`src/rtl/tp_pkg.sv`:
```
package tp_pkg;

  localparam logic [7:0] CTRL_ADDR = 8'h0D;

  typedef struct packed {
    logic nv_mode;
    logic poll_on;
    logic rise_pol;
  } tp_ctrl_t;

  typedef enum logic [0:0] {
    SEQ_IDLE   = 1'b0,
    SEQ_SETTLE = 1'b1
  } tp_seq_e;

  function automatic logic cfg_ok(input tp_ctrl_t c, input logic osc);
    return c.poll_on & c.rise_pol & ~c.nv_mode & osc;
  endfunction

  function automatic logic is_rise(input logic ref_ok, input logic prev, input logic now);
    return ref_ok & ~prev & now;
  endfunction

  function automatic tp_ctrl_t unpack_ctrl(input logic [7:0] d);
    tp_ctrl_t c;
    c.rise_pol = d[0];
    c.poll_on  = d[1];
    c.nv_mode  = d[2];
    return c;
  endfunction

endpackage

```
`src/rtl/tp_ctrl_reg.sv`:
```
module tp_ctrl_reg
  import tp_pkg::*;
(
  input  logic       clk,
  input  logic       rst_n,
  input  logic       wr_en,
  input  logic [7:0] wr_addr,
  input  logic [7:0] wr_data,
  output tp_ctrl_t   ctrl
);

  logic hit;
  assign hit = wr_en && (wr_addr == CTRL_ADDR);

  always_ff @(posedge clk or negedge rst_n) begin
    if (!rst_n) begin
      ctrl <= '0;
    end else if (hit) begin
      ctrl <= unpack_ctrl(wr_data);
    end
  end

endmodule

```
`src/rtl/tp_poll_seq.sv`:
```
module tp_poll_seq
  import tp_pkg::*;
#(
  parameter int SETTLE_CYCLES = 4
) (
  input  logic clk,
  input  logic rst_n,
  input  logic active,
  input  logic rtc_tick,
  output logic pullup_en,
  output logic sample_strobe
);

  localparam int CW = (SETTLE_CYCLES > 1) ? $clog2(SETTLE_CYCLES) : 1;
  localparam logic [CW-1:0] LAST = CW'(SETTLE_CYCLES - 1);

  tp_seq_e       state;
  logic [CW-1:0] cnt;

  always_ff @(posedge clk or negedge rst_n) begin
    if (!rst_n) begin
      state <= SEQ_IDLE;
      cnt   <= '0;
    end else if (!active) begin
      state <= SEQ_IDLE;
      cnt   <= '0;
    end else begin
      case (state)
        SEQ_IDLE: begin
          cnt <= '0;
          if (rtc_tick) state <= SEQ_SETTLE;
        end
        SEQ_SETTLE: begin
          if (cnt == LAST) begin
            state <= SEQ_IDLE;
            cnt   <= '0;
          end else begin
            cnt <= cnt + 1'b1;
          end
        end
        default: state <= SEQ_IDLE;
      endcase
    end
  end

  assign pullup_en     = (state == SEQ_SETTLE) && active;
  assign sample_strobe = pullup_en && (cnt == LAST);

endmodule

```
`src/rtl/tp_edge_count.sv`:
```
module tp_edge_count
  import tp_pkg::*;
#(
  parameter int COUNT_W = 16
) (
  input  logic               clk,
  input  logic               rst_n,
  input  logic               active,
  input  logic               sample_strobe,
  input  logic               pin_in,
  output logic               rise_seen,
  output logic [COUNT_W-1:0] count
);

  logic prev;
  logic ref_ok;

  assign rise_seen = sample_strobe && is_rise(ref_ok, prev, pin_in);

  always_ff @(posedge clk or negedge rst_n) begin
    if (!rst_n) begin
      prev   <= 1'b0;
      ref_ok <= 1'b0;
    end else if (!active) begin
      ref_ok <= 1'b0;
    end else if (sample_strobe) begin
      prev   <= pin_in;
      ref_ok <= 1'b1;
    end
  end

  always_ff @(posedge clk or negedge rst_n) begin
    if (!rst_n) begin
      count <= '0;
    end else if (rise_seen) begin
      count <= count + 1'b1;
    end
  end

endmodule

```
`src/rtl/tamper_poll_counter.sv`:
```
module tamper_poll_counter
  import tp_pkg::*;
#(
  parameter int COUNT_W       = 16,
  parameter int SETTLE_CYCLES = 4
) (
  input  logic               clk,
  input  logic               rst_n,
  input  logic               rtc_tick,
  input  logic               osc_en,
  input  logic               wr_en,
  input  logic [7:0]         wr_addr,
  input  logic [7:0]         wr_data,
  input  logic               pin_in,
  output logic               pullup_en,
  output logic [COUNT_W-1:0] event_count
);

  tp_ctrl_t ctrl;
  logic     poll_active;
  logic     sample_strobe;
  logic     rise_seen;

  tp_ctrl_reg u_ctrl (
    .clk     (clk),
    .rst_n   (rst_n),
    .wr_en   (wr_en),
    .wr_addr (wr_addr),
    .wr_data (wr_data),
    .ctrl    (ctrl)
  );

  assign poll_active = cfg_ok(ctrl, osc_en);

  tp_poll_seq #(.SETTLE_CYCLES(SETTLE_CYCLES)) u_seq (
    .clk           (clk),
    .rst_n         (rst_n),
    .active        (poll_active),
    .rtc_tick      (rtc_tick),
    .pullup_en     (pullup_en),
    .sample_strobe (sample_strobe)
  );

  tp_edge_count #(.COUNT_W(COUNT_W)) u_cnt (
    .clk           (clk),
    .rst_n         (rst_n),
    .active        (poll_active),
    .sample_strobe (sample_strobe),
    .pin_in        (pin_in),
    .rise_seen     (rise_seen),
    .count         (event_count)
  );

endmodule

```
`config.mk`:
```
export PLATFORM = sky130hd
export DESIGN_NAME = tamper_poll_counter
export DESIGN_NICKNAME = d
export VERILOG_FILES = /design/src/rtl/tp_pkg.sv /design/src/rtl/tp_ctrl_reg.sv /design/src/rtl/tp_poll_seq.sv /design/src/rtl/tp_edge_count.sv /design/src/rtl/tamper_poll_counter.sv
export SDC_FILE = /design/constraint.sdc
export NUM_CORES = 1
export LEC_CHECK = 0
export BUFFER_PORTS_ARGS = -buffer_cell sky130_fd_sc_hd__buf_2
export CELL_PAD_IN_SITES_DETAIL_PLACEMENT = 2
export CELL_PAD_IN_SITES_GLOBAL_PLACEMENT = 2
export CORE_MARGIN = 2
export CORE_UTILIZATION = 27
export CTS_CLUSTER_DIAMETER = 40
export DETAILED_ROUTE_END_ITERATION = 12
export PLACE_DENSITY_LB_ADDON = 0.1
export SLEW_MARGIN = 20
export SYNTH_ARGS = -nofsm -noshare
export SYNTH_HDL_FRONTEND = slang
export SYNTH_SLANG_ARGS = --single-unit
```
`constraint.sdc`:
```
create_clock -name clk -period 1.4 [get_ports clk]
set_input_delay 0.35 -clock clk [delete_from_list [all_inputs] [get_ports clk]]
set_output_delay 0.35 -clock clk [all_outputs]
set_load 0.01 [all_outputs]
```
==> results of run 1 <==
-- report_power, final --
group / leakage (uW) / switching (uW) / internal (uW)
sequential: 0.000335 / 3.54 / 697
clock: 0.0000357 / 228 / 382
combinational: 0.000538 / 27.7 / 23.3
total: 0.000908 / 259 / 1100
-- synth_stat cells --
master	number
nand3b_1	1
nor3_2	1
nand3b_2	1
nand4b_4	1
nand4_1	3
mux2_1	4
nor2_1	6
ha_1	2
xnor2_1	13
nand3_1	9
a21oi_1	2
and2_1	2
nor4b_1	1
clkbuf_1	1
nor4_4	1
nand4b_1	1
nand2_1	5
nor4_1	1
xor2_1	2
dfrtp_1	24
nor3_4	1
inv_1	1
and3_1	5
mux2_2	1
-- cell families (layout without fill, tap and decap cells) --
family	Yosys count	after routing	synth area share, %
buffers and inverters	2	54	0.686
xor gates and xnor gates	15	15	12.0
adders and majority gates	2	2	2.29
muxes	5	5	5.15
and+or+nand+nor	39	39	24.0
DFF	24	24	54.9
AOI/OAI and AO/OA	2	2	0.915
-- stage by stage --
step	total power [uW]	std cells
6_report	1360	191
5_1_grt	1420	191
4_1_cts	1390	189
3_5_place_dp	766	181
3_3_place_gp	763	181
2_1_floorplan	723	89
-- repair_timing --
action,in CTS,in global routing
setup endpoints to repair,9,21
pin swaps,3,6
resized for setup,5,11
buffers inserted,4,2
-- worst max-delay path, delay by kind of cell, from the launching register on --
family / cells / cell delay [ns]
flops: 1 / 0.39
simple gates: 2 / 0.25
buf+inv: 2 / 0.25
-- sequential cells by signal (all words and copies together) (netlist names) --
name and flops:
u_seq.state 1, u_ctrl.ctrl 3, u_cnt.count 16, u_cnt.ref_ok 1, u_cnt.prev 1, u_seq.cnt 2
-- final cells by class --
type                    instances  area share, %
clock buffers                   3           2.54
clock inverters                 1           1.85
repair buffers                 49           19.2
multi-input cells              63           35.4
well taps                      50           3.85
inverters                       1          0.231
flip-flops and latches         24           37.0
-- layer usage --
| metal | GRT usage (%) | vias up | wire length [um] |
|---|---|---|---|
| met5 | 0 | - | 0 |
| met4 | 4.59 | 0 | 19 |
| met3 | 2.50 | 2 | 83 |
| met2 | 21.2 | 15 | 1420 |
| met1 | 17.0 | 442 | 1200 |
| li1 | - | 415 | - |
-- worst max path at each step --
| stage | endpoint | startpoint |
|---|---|---|
| detailed placement | u_ctrl.ctrl[0]$_DFFE_PN0P_ | wr_addr[4] |
| floorplan | u_cnt.count[15]$_DFFE_PN0P_ | u_ctrl.ctrl[2]$_DFFE_PN0P_ |
| CTS | pullup_en | u_ctrl.ctrl[2]$_DFFE_PN0P_ |
| global route | u_cnt.count[15]$_DFFE_PN0P_ | u_seq.cnt[0]$_DFF_PN0_ |
| global placement | u_ctrl.ctrl[2]$_DFFE_PN0P_ | wr_addr[4] |
| finish | pullup_en | u_ctrl.ctrl[2]$_DFFE_PN0P_ |
==> metrics.cfg, run 1 <==
[detailed_routing]
finalWirelength_mm = 2.72
drc = 0
dr.first_iter.drc_count = 20
wl_per_cell_um = 14.3
ant_nets = 0
viasPerCell = 4.58
num_vias = 874
drtPass1Iterations = 3

[sta]
skew_ns = 0.00418
grt_setup_unrepaired = yes
worst_slack_ns = -0.103
hold_slack_ns = 0.0635
tightest_slew_ns = 0.553
fmax_mhz = 665
final.setup.tns_ns = -0.522
max_slew_margin_pct = 63.2
layout_min_cycle_time_ns = 1.50
finalCritPeriodShare_pct = 107
final_max_slew_viol_count = 0
hold_viol = 0
finalSetupViolCount = 9

[run_status]
status = finished, violations left
violations = negative setup slack

[power]
powerDensity_nw_per_um2 = 837
ir_worst_vdd_mv = 0.297
power_leakage_uw = 0.000908

[clock_tree]
cts_hold_buf = 0
clockBufferDepth = 2
clkSlewWorstSetupHoldPaths_ns = 0.09
cts-root-buf = clkbuf_8
cts_htree_levels = 1
clkLatencyLatePin_ns = 0.27
cts.sinks = 24
cts_buffers = 3
cts_tree = built

[critical_path]
reg2reg_to = u_cnt.count[3]$_DFFE_PN0P_
critPathMaxStageDelay_ns = 0.39
critPathSlowestCell = dfrtp_1
worstRegToRegCells = 6
start_kind = register
reg2reg_from = u_seq.cnt[0]$_DFF_PN0_
crit_chain = nand4b_4 > buf_6 > nor2_4 > buf_6
crit_path_max_fanout = 2
critPathArrivalTime_ns = 1.15
worstPathRequired_ns = 1.05
reg2reg_slack_ns = -0.07
crit_path_end_kind = output pin
crit_top_cell = buf_6
worst-setup-path-type = register to output pin

[placed_design]
place_congestion = 0.663
place_worst_setup_slack_ns = -0.235
dp_hpwl_mm = 2.02
portBuffers = 33
placed_area_um2 = 1420

[final_layout]
stdcell_area_um2 = 1630
final_util_pct = 41.2
final_nets = 166
fill_cells = 418
seq_area_um2 = 601
area_delta_synth_final_pct = 48.6
drive_gt1_share_pct = 48.2
final_cell_mix = 32 x buf_2, 24 x dfrtp_1, 13 x buf_4
n_antenna_cell = 0
layout.cells.most_common = buf_2
multi_input_area_um2 = 576

[synth]
ys_seq_area_share_pct = 54.9
synth_cells = 89
synth_area_leaders = dfrtp_1 55%, xnor2_1 10%, nand3_1 4.1%, mux2_1 4.1%, and3_1 2.9%
synth_fp_nets = 113
netlist_area_um2 = 1090
yosys.cell_types.count = 24
yosys_warnings = 0
synth_top_area_share_pct = 54.9
synth_top_area_cell = dfrtp_1
synth_seq_cells = 24
postSynthAreaPerCell_um2 = 12.3

[floorplan]
die_w_um = 67.6
row_count = 23
start_util_pct = 27.7
fp.coreArea_um2 = 3940
die-area_um2 = 4580
die_y_um = 67.6
num_io_pins = 39

[min_path]
hp-class = input pin to asynchronous set/reset pin

[grt]
grt_max_degree = 25
grt_pass1_wl_mm = 4.40
overflow = 0
track_usage_pct = 13.0
grt_pass1_vias = 921
antenna_found_initial = 0

[run]
drv_cap = 0

Note: power is estimated with default switching activity, not from simulation.
==> run 2: changes to the inputs <==
--- a/config.mk
+++ b/config.mk
@@ -9,7 +9,7 @@
 export CELL_PAD_IN_SITES_DETAIL_PLACEMENT = 2
 export CELL_PAD_IN_SITES_GLOBAL_PLACEMENT = 2
 export CORE_MARGIN = 2
-export CORE_UTILIZATION = 27
+export CORE_UTILIZATION = 32
 export CTS_CLUSTER_DIAMETER = 40
 export DETAILED_ROUTE_END_ITERATION = 12
 export PLACE_DENSITY_LB_ADDON = 0.1
==> constraint.sdc (replaced) <==
create_clock -name clk -period 1.85 [get_ports clk]
set_input_delay 0.4625 -clock clk [delete_from_list [all_inputs] [get_ports clk]]
set_output_delay 0.4625 -clock clk [all_outputs]
set_load 0.01 [all_outputs]
==> run 2 against run 1 <==
The flow now finishes without violations. First-iteration DRC count up 25%. Final cell count fell by 8.9%. Die area fell by 15%. Count of clock-buffer cells in the layout unchanged. Critical path depth unchanged. Global-route usage is 1.1 points higher. Cell area decreased by 16%. Combinational power fell by 34%. Wire length decreased by 16%.
==> metrics.cfg, run 2 (synthesis gave the netlist of run 1 again) <==
[run_status]
status = completed

[grt]
grt_pass1_vias = 945
track_usage_pct = 14.1
antenna_found_initial = 0
overflow = 0
grt_pass1_wl_mm = 4.40
grt_max_degree = 25

[sta]
finalCritPeriodShare_pct = 94.0
tightest_slew_ns = 0.548
final.setup.tns_ns = 0
final_max_slew_viol_count = 0
finalSetupViolCount = 0
skew_ns = 0.00150
layout_min_cycle_time_ns = 1.74
grt_setup_unrepaired = no
fmax_mhz = 575
max_slew_margin_pct = 63.5
hold_viol = 0

[final_layout]
final_nets = 154
largest_reg_flops = 16
final_cell_mix = 33 x buf_2, 24 x dfrtp_1, 13 x xnor2_1
n_antenna_cell = 0
regMostFlops = u_cnt.count
layout.cells.most_common = buf_2
reg_top3 = u_cnt.count x16, u_ctrl.ctrl x3, u_seq.cnt x2
area_delta_synth_final_pct = 25.3
stdcell_area_um2 = 1370
drive_gt1_share_pct = 37.5

[floorplan]
row_count = 21
die_w_um = 62.5
num_io_pins = 39
start_util_pct = 33.0
die-area_um2 = 3900
fp.coreArea_um2 = 3310
die_y_um = 62.5

[clock_tree]
clockBufferDepth = 2
cts_htree_levels = 1
cts_tree = built
cts.sinks = 24
clkSlewWorstSetupHoldPaths_ns = 0.13
clkLatencyLatePin_ns = 0.30
cts-root-buf = clkbuf_4
cts_hold_buf = 0
cts_buffers = 3

[critical_path]
crit_path_end_kind = output pin
worstPathRequired_ns = 1.39
crit_path_max_fanout = 5
critPathArrivalTime_ns = 1.28
worst-setup-path-type = register to output pin
start_kind = register

[placed_design]
portBuffers = 33
place_congestion = 0.718
placed_area_um2 = 1330
dp_hpwl_mm = 1.81

[run]
drv_cap = 0

[min_path]
hp-class = input pin to asynchronous set/reset pin

[detailed_routing]
wl_per_cell_um = 13.2
num_vias = 838
ant_nets = 0
finalWirelength_mm = 2.30
drtPass1Iterations = 3
viasPerCell = 4.82
drc = 0
dr.first_iter.drc_count = 25

[power]
powerDensity_nw_per_um2 = 578
ir_worst_vdd_mv = 0.264
power_leakage_uw = 0.000762

-- run 2: layout make-up --
| cell class | instances | area (um^2) |
|---|---|---|
| well taps | 46 | 57.6 |
| flip-flops and latches | 24 | 601 |
| clock buffers | 3 | 22.5 |
| multi-input cells | 63 | 490 |
| inverters | 1 | 3.75 |
| fillers | 381 | 1940 |
| repair buffers | 37 | 195 |
-- run 2: worst paths after layout --
kind / end / from / cells past startpoint / slack [ns]
max: pullup_en / u_ctrl.ctrl[2]$_DFFE_PN0P_ / 4 / 0.11
min: u_cnt.count[6]$_DFFE_PN0P_ / rst_n / 1 / 0.12
max reg2reg: u_cnt.count[1]$_DFFE_PN0P_ / u_seq.cnt[0]$_DFF_PN0_ / 4 / 0.25
min reg2reg: u_seq.cnt[0]$_DFF_PN0_ / u_seq.cnt[0]$_DFF_PN0_ / 1 / 0.46
max in group asynchronous: u_seq.cnt[0]$_DFF_PN0_ / rst_n / 1 / 1.37
min in group clk: u_ctrl.ctrl[0]$_DFFE_PN0P_ / wr_data[0] / 2 / 0.37
-- run 2: worst max-delay path: stages, from the launching register on --
cell and delay [ns]:
dfrtp_1 0.41, nand4b_4 0.18, buf_4 0.17, nor2_2 0.08, buf_2 0.13
-- run 2: layer usage --
layer,vias up,GRT usage (%),share of wire (%)
li1,388,-,-
met1,431,17.1,39
met2,17,24.7,56
met3,2,2.70,3.9
met4,0,5.00,0.78
met5,-,0,0
-- run 2: timing repair --
action / 4_1_cts / 5_1_grt
setup buffers: 0 / 2
endpoints found under the setup margin: 0 / 5
resized for setup: 0 / 2
-- run 2: power breakdown --
group          switching [uW]  internal (uW)
Clock                     152           76.0
Combinational            17.3           16.1
Sequential               2.77            528
-- run 2: through the flow --
| step | hold slack [ns] | instances | setup WS (ns) | total power, uW | util, % |
|---|---|---|---|---|---|
| 2_1_floorplan | 0.167 | 89 | 0.309 | 546 | - |
| 3_3_place_gp | 0.426 | 169 | 0.125 | 574 | 40.1 |
| 3_5_place_dp | 0.441 | 169 | 0.0225 | 576 | 40.1 |
| 4_1_cts | 0.136 | 172 | 0.0109 | 804 | 40.8 |
| 5_1_grt | 0.133 | 174 | 0.00242 | 832 | 41.4 |
| 6_report | 0.120 | 174 | 0.111 | 792 | 41.4 |
==> run 3: changes to the inputs <==
--- a/config.mk
+++ b/config.mk
@@ -9,10 +9,12 @@
 export CELL_PAD_IN_SITES_DETAIL_PLACEMENT = 2
 export CELL_PAD_IN_SITES_GLOBAL_PLACEMENT = 2
 export CORE_MARGIN = 2
-export CORE_UTILIZATION = 32
+export CORE_UTILIZATION = 34
+export CTS_BUF_LIST = sky130_fd_sc_hd__clkbuf_8
 export CTS_CLUSTER_DIAMETER = 40
 export DETAILED_ROUTE_END_ITERATION = 12
 export PLACE_DENSITY_LB_ADDON = 0.1
+export SETUP_SLACK_MARGIN = 0.15
 export SLEW_MARGIN = 20
 export SYNTH_ARGS = -nofsm -noshare
 export SYNTH_HDL_FRONTEND = slang
==> run 3 against run 2 <==
Power grew 9.5%. Clock power grew 33%. Cell area grew 3.0%. Non-clock buffer count grew 1. Count of clock-buffer cells in the layout is the same. Critical endpoint unchanged. First-iteration DRC count shrank 52%. Largest power group unchanged. Utilization grew 4.8 points. Largest cell class unchanged.
==> metrics.cfg, run 3 (synthesis gave the netlist of run 1 again) <==
[run_status]
status = completed

[sta]
grt_setup_unrepaired = no
finalSetupViolCount = 0
max_slew_margin_pct = 63.7
tightest_slew_ns = 0.544
final_max_slew_viol_count = 0
fmax_mhz = 624
layout_min_cycle_time_ns = 1.60
skew_ns = 0.000861
hold_viol = 0
finalCritPeriodShare_pct = 86.6
final.setup.tns_ns = 0

[grt]
overflow = 0
use_met1_pct = 19.7
track_usage_pct = 15.5
grt_pass1_vias = 898
grt_use_met2_pct = 26.1
grt_pass1_wl_mm = 4.15
antenna_found_initial = 0
busiest_layer = met2
grt_max_degree = 25
met3_usage_pct = 3.84

[final_layout]
n_antenna_cell = 0
area_delta_synth_final_pct = 29.1
stdcell_area_um2 = 1410
regMostFlops = u_cnt.count
drive_gt1_share_pct = 38.8
seq_area_um2 = 601
fill_cells = 332
multi_input_area_um2 = 498
reg_top3 = u_cnt.count x16, u_ctrl.ctrl x3, u_seq.cnt x2
final_cell_mix = 32 x buf_2, 24 x dfrtp_1, 13 x xnor2_1
final_nets = 155
largest_reg_flops = 16
layout.cells.most_common = buf_2

[detailed_routing]
viasPerCell = 4.79
finalWirelength_mm = 2.38
num_vias = 828
wl_per_cell_um = 13.8
drc = 0
ant_nets = 0
dr.first_iter.drc_count = 12
drtPass1Iterations = 2

[clock_tree]
cts_buffers = 3
clockBufferDepth = 2
clkLatencyLatePin_ns = 0.26
cts.sinks = 24
cts_tree = built
cts-root-buf = clkbuf_8
clkSlewWorstSetupHoldPaths_ns = 0.08
cts_htree_levels = 1

[critical_path]
critPathMaxStageDelay_ns = 0.38
crit_path_max_fanout = 5
crit_top_cell = buf_6
start_kind = register
critPathSlowestCell = dfrtp_1
cp_top_family = flip-flops
reg2reg_from = u_ctrl.ctrl[2]$_DFFE_PN0P_
worstPathRequired_ns = 1.39
crit_chain = nand4b_4 > buf_6 > nor2_4 > buf_6
cp.buffers_inverters = 2
reg2reg_slack_ns = 0.32
cp-startpoint = u_ctrl.ctrl[2]$_DFFE_PN0P_
crit_path_end_kind = output pin
worst-setup-path-type = register to output pin
critPathArrivalTime_ns = 1.14

[floorplan]
start_util_pct = 35.8
die-area_um2 = 3690
die_w_um = 60.7
fp.coreArea_um2 = 3050
die_y_um = 60.7
num_io_pins = 39
row_count = 20

[power]
p_switching_uw = 178
power_leakage_uw = 0.000776
ir_worst_vdd_mv = 0.302
p_seq_share_pct = 61.1
clockPowerShare_pct = 35.0
powerDensity_nw_per_um2 = 614
netSwitchingFraction_pct = 20.5
combinationalPowerShare_pct = 3.9
internal_power_uw = 689

[placed_design]
placed_area_um2 = 1330
place_congestion = 0.690
portBuffers = 33
dp_hpwl_mm = 1.82

[run]
drv_cap = 0

[min_path]
hp-class = input pin to asynchronous set/reset pin

-- run 3: cell types whose count changed in the layout (fill, tap and decap cells not counted) --
| cell | previous run | this run |
|---|---|---|
| ha_2 | 0 | 1 |
| clkbuf_4 | 3 | 0 |
| nor2_4 | 0 | 1 |
| nor2_2 | 1 | 0 |
| ha_1 | 2 | 1 |
| buf_6 | 0 | 2 |
| buf_2 | 33 | 32 |
| clkbuf_8 | 0 | 3 |
-- run 3: layout make-up --
cell class | count | area share, %
repair buffers | 38 | 15.1
well taps | 44 | 3.90
multi-input cells | 63 | 35.3
flip-flops and latches | 24 | 42.6
inverters | 1 | 0.266
clock buffers | 3 | 2.93
-- run 3: timing repair --
action | in CTS | in global routing
pin swaps | 0 | 1
setup endpoints to repair | 1 | 15
gates resized for setup | 1 | 5
hold buffers | 0 | 0
buffers inserted | 1 | 2
-- run 3: worst paths after layout --
| kind | depth (start not counted) | end |
|---|---|---|
| min in group clk | 2 | u_ctrl.ctrl[2]$_DFFE_PN0P_ |
| max in group asynchronous | 1 | u_cnt.count[8]$_DFFE_PN0P_ |
| min | 1 | u_cnt.count[5]$_DFFE_PN0P_ |
| max reg2reg | 6 | u_cnt.count[15]$_DFFE_PN0P_ |
| min reg2reg | 1 | u_cnt.count[15]$_DFFE_PN0P_ |
| max | 4 | pullup_en |
-- run 3: power groups by stage --
stage | clock network [uW] | registers, uW | logic, uW
after floorplan | 0 | 540 | 5.85
after global placement | 0 | 540 | 33.5
after detailed placement | 0 | 540 | 35.4
after CTS | 316 | 530 | 35.5
after global routing | 346 | 531 | 39.3
final | 303 | 530 | 33.9
-- run 3: per-stage QoR --
step                      setup slack, ns  std cells  hold slack [ns]  utilization (%)  power, uW
after floorplan                     0.309         89            0.167                -        546
after global placement              0.133        167            0.427             43.4        574
after detailed placement           0.0755        167            0.441             43.4        576
after CTS                           0.175        171            0.195             45.1        881
after global routing                0.157        173            0.204             46.2        916
final                               0.248        173            0.174             46.2        867
-- run 3: routing by layer --
metal,vias to the layer above,wire [um]
met4,0,21
met2,27,1240
li1,391,-
met1,406,988
met3,4,133
met5,-,0
-- run 3: worst reg2reg max path, delay by kind of cell (launching register included) --
kind / cells / cell delay [ns]
and+or+nand+nor: 3 / 0.54
xor gates and xnor gates: 1 / 0.14
buffers and inverters: 2 / 0.37
DFF: 1 / 0.38
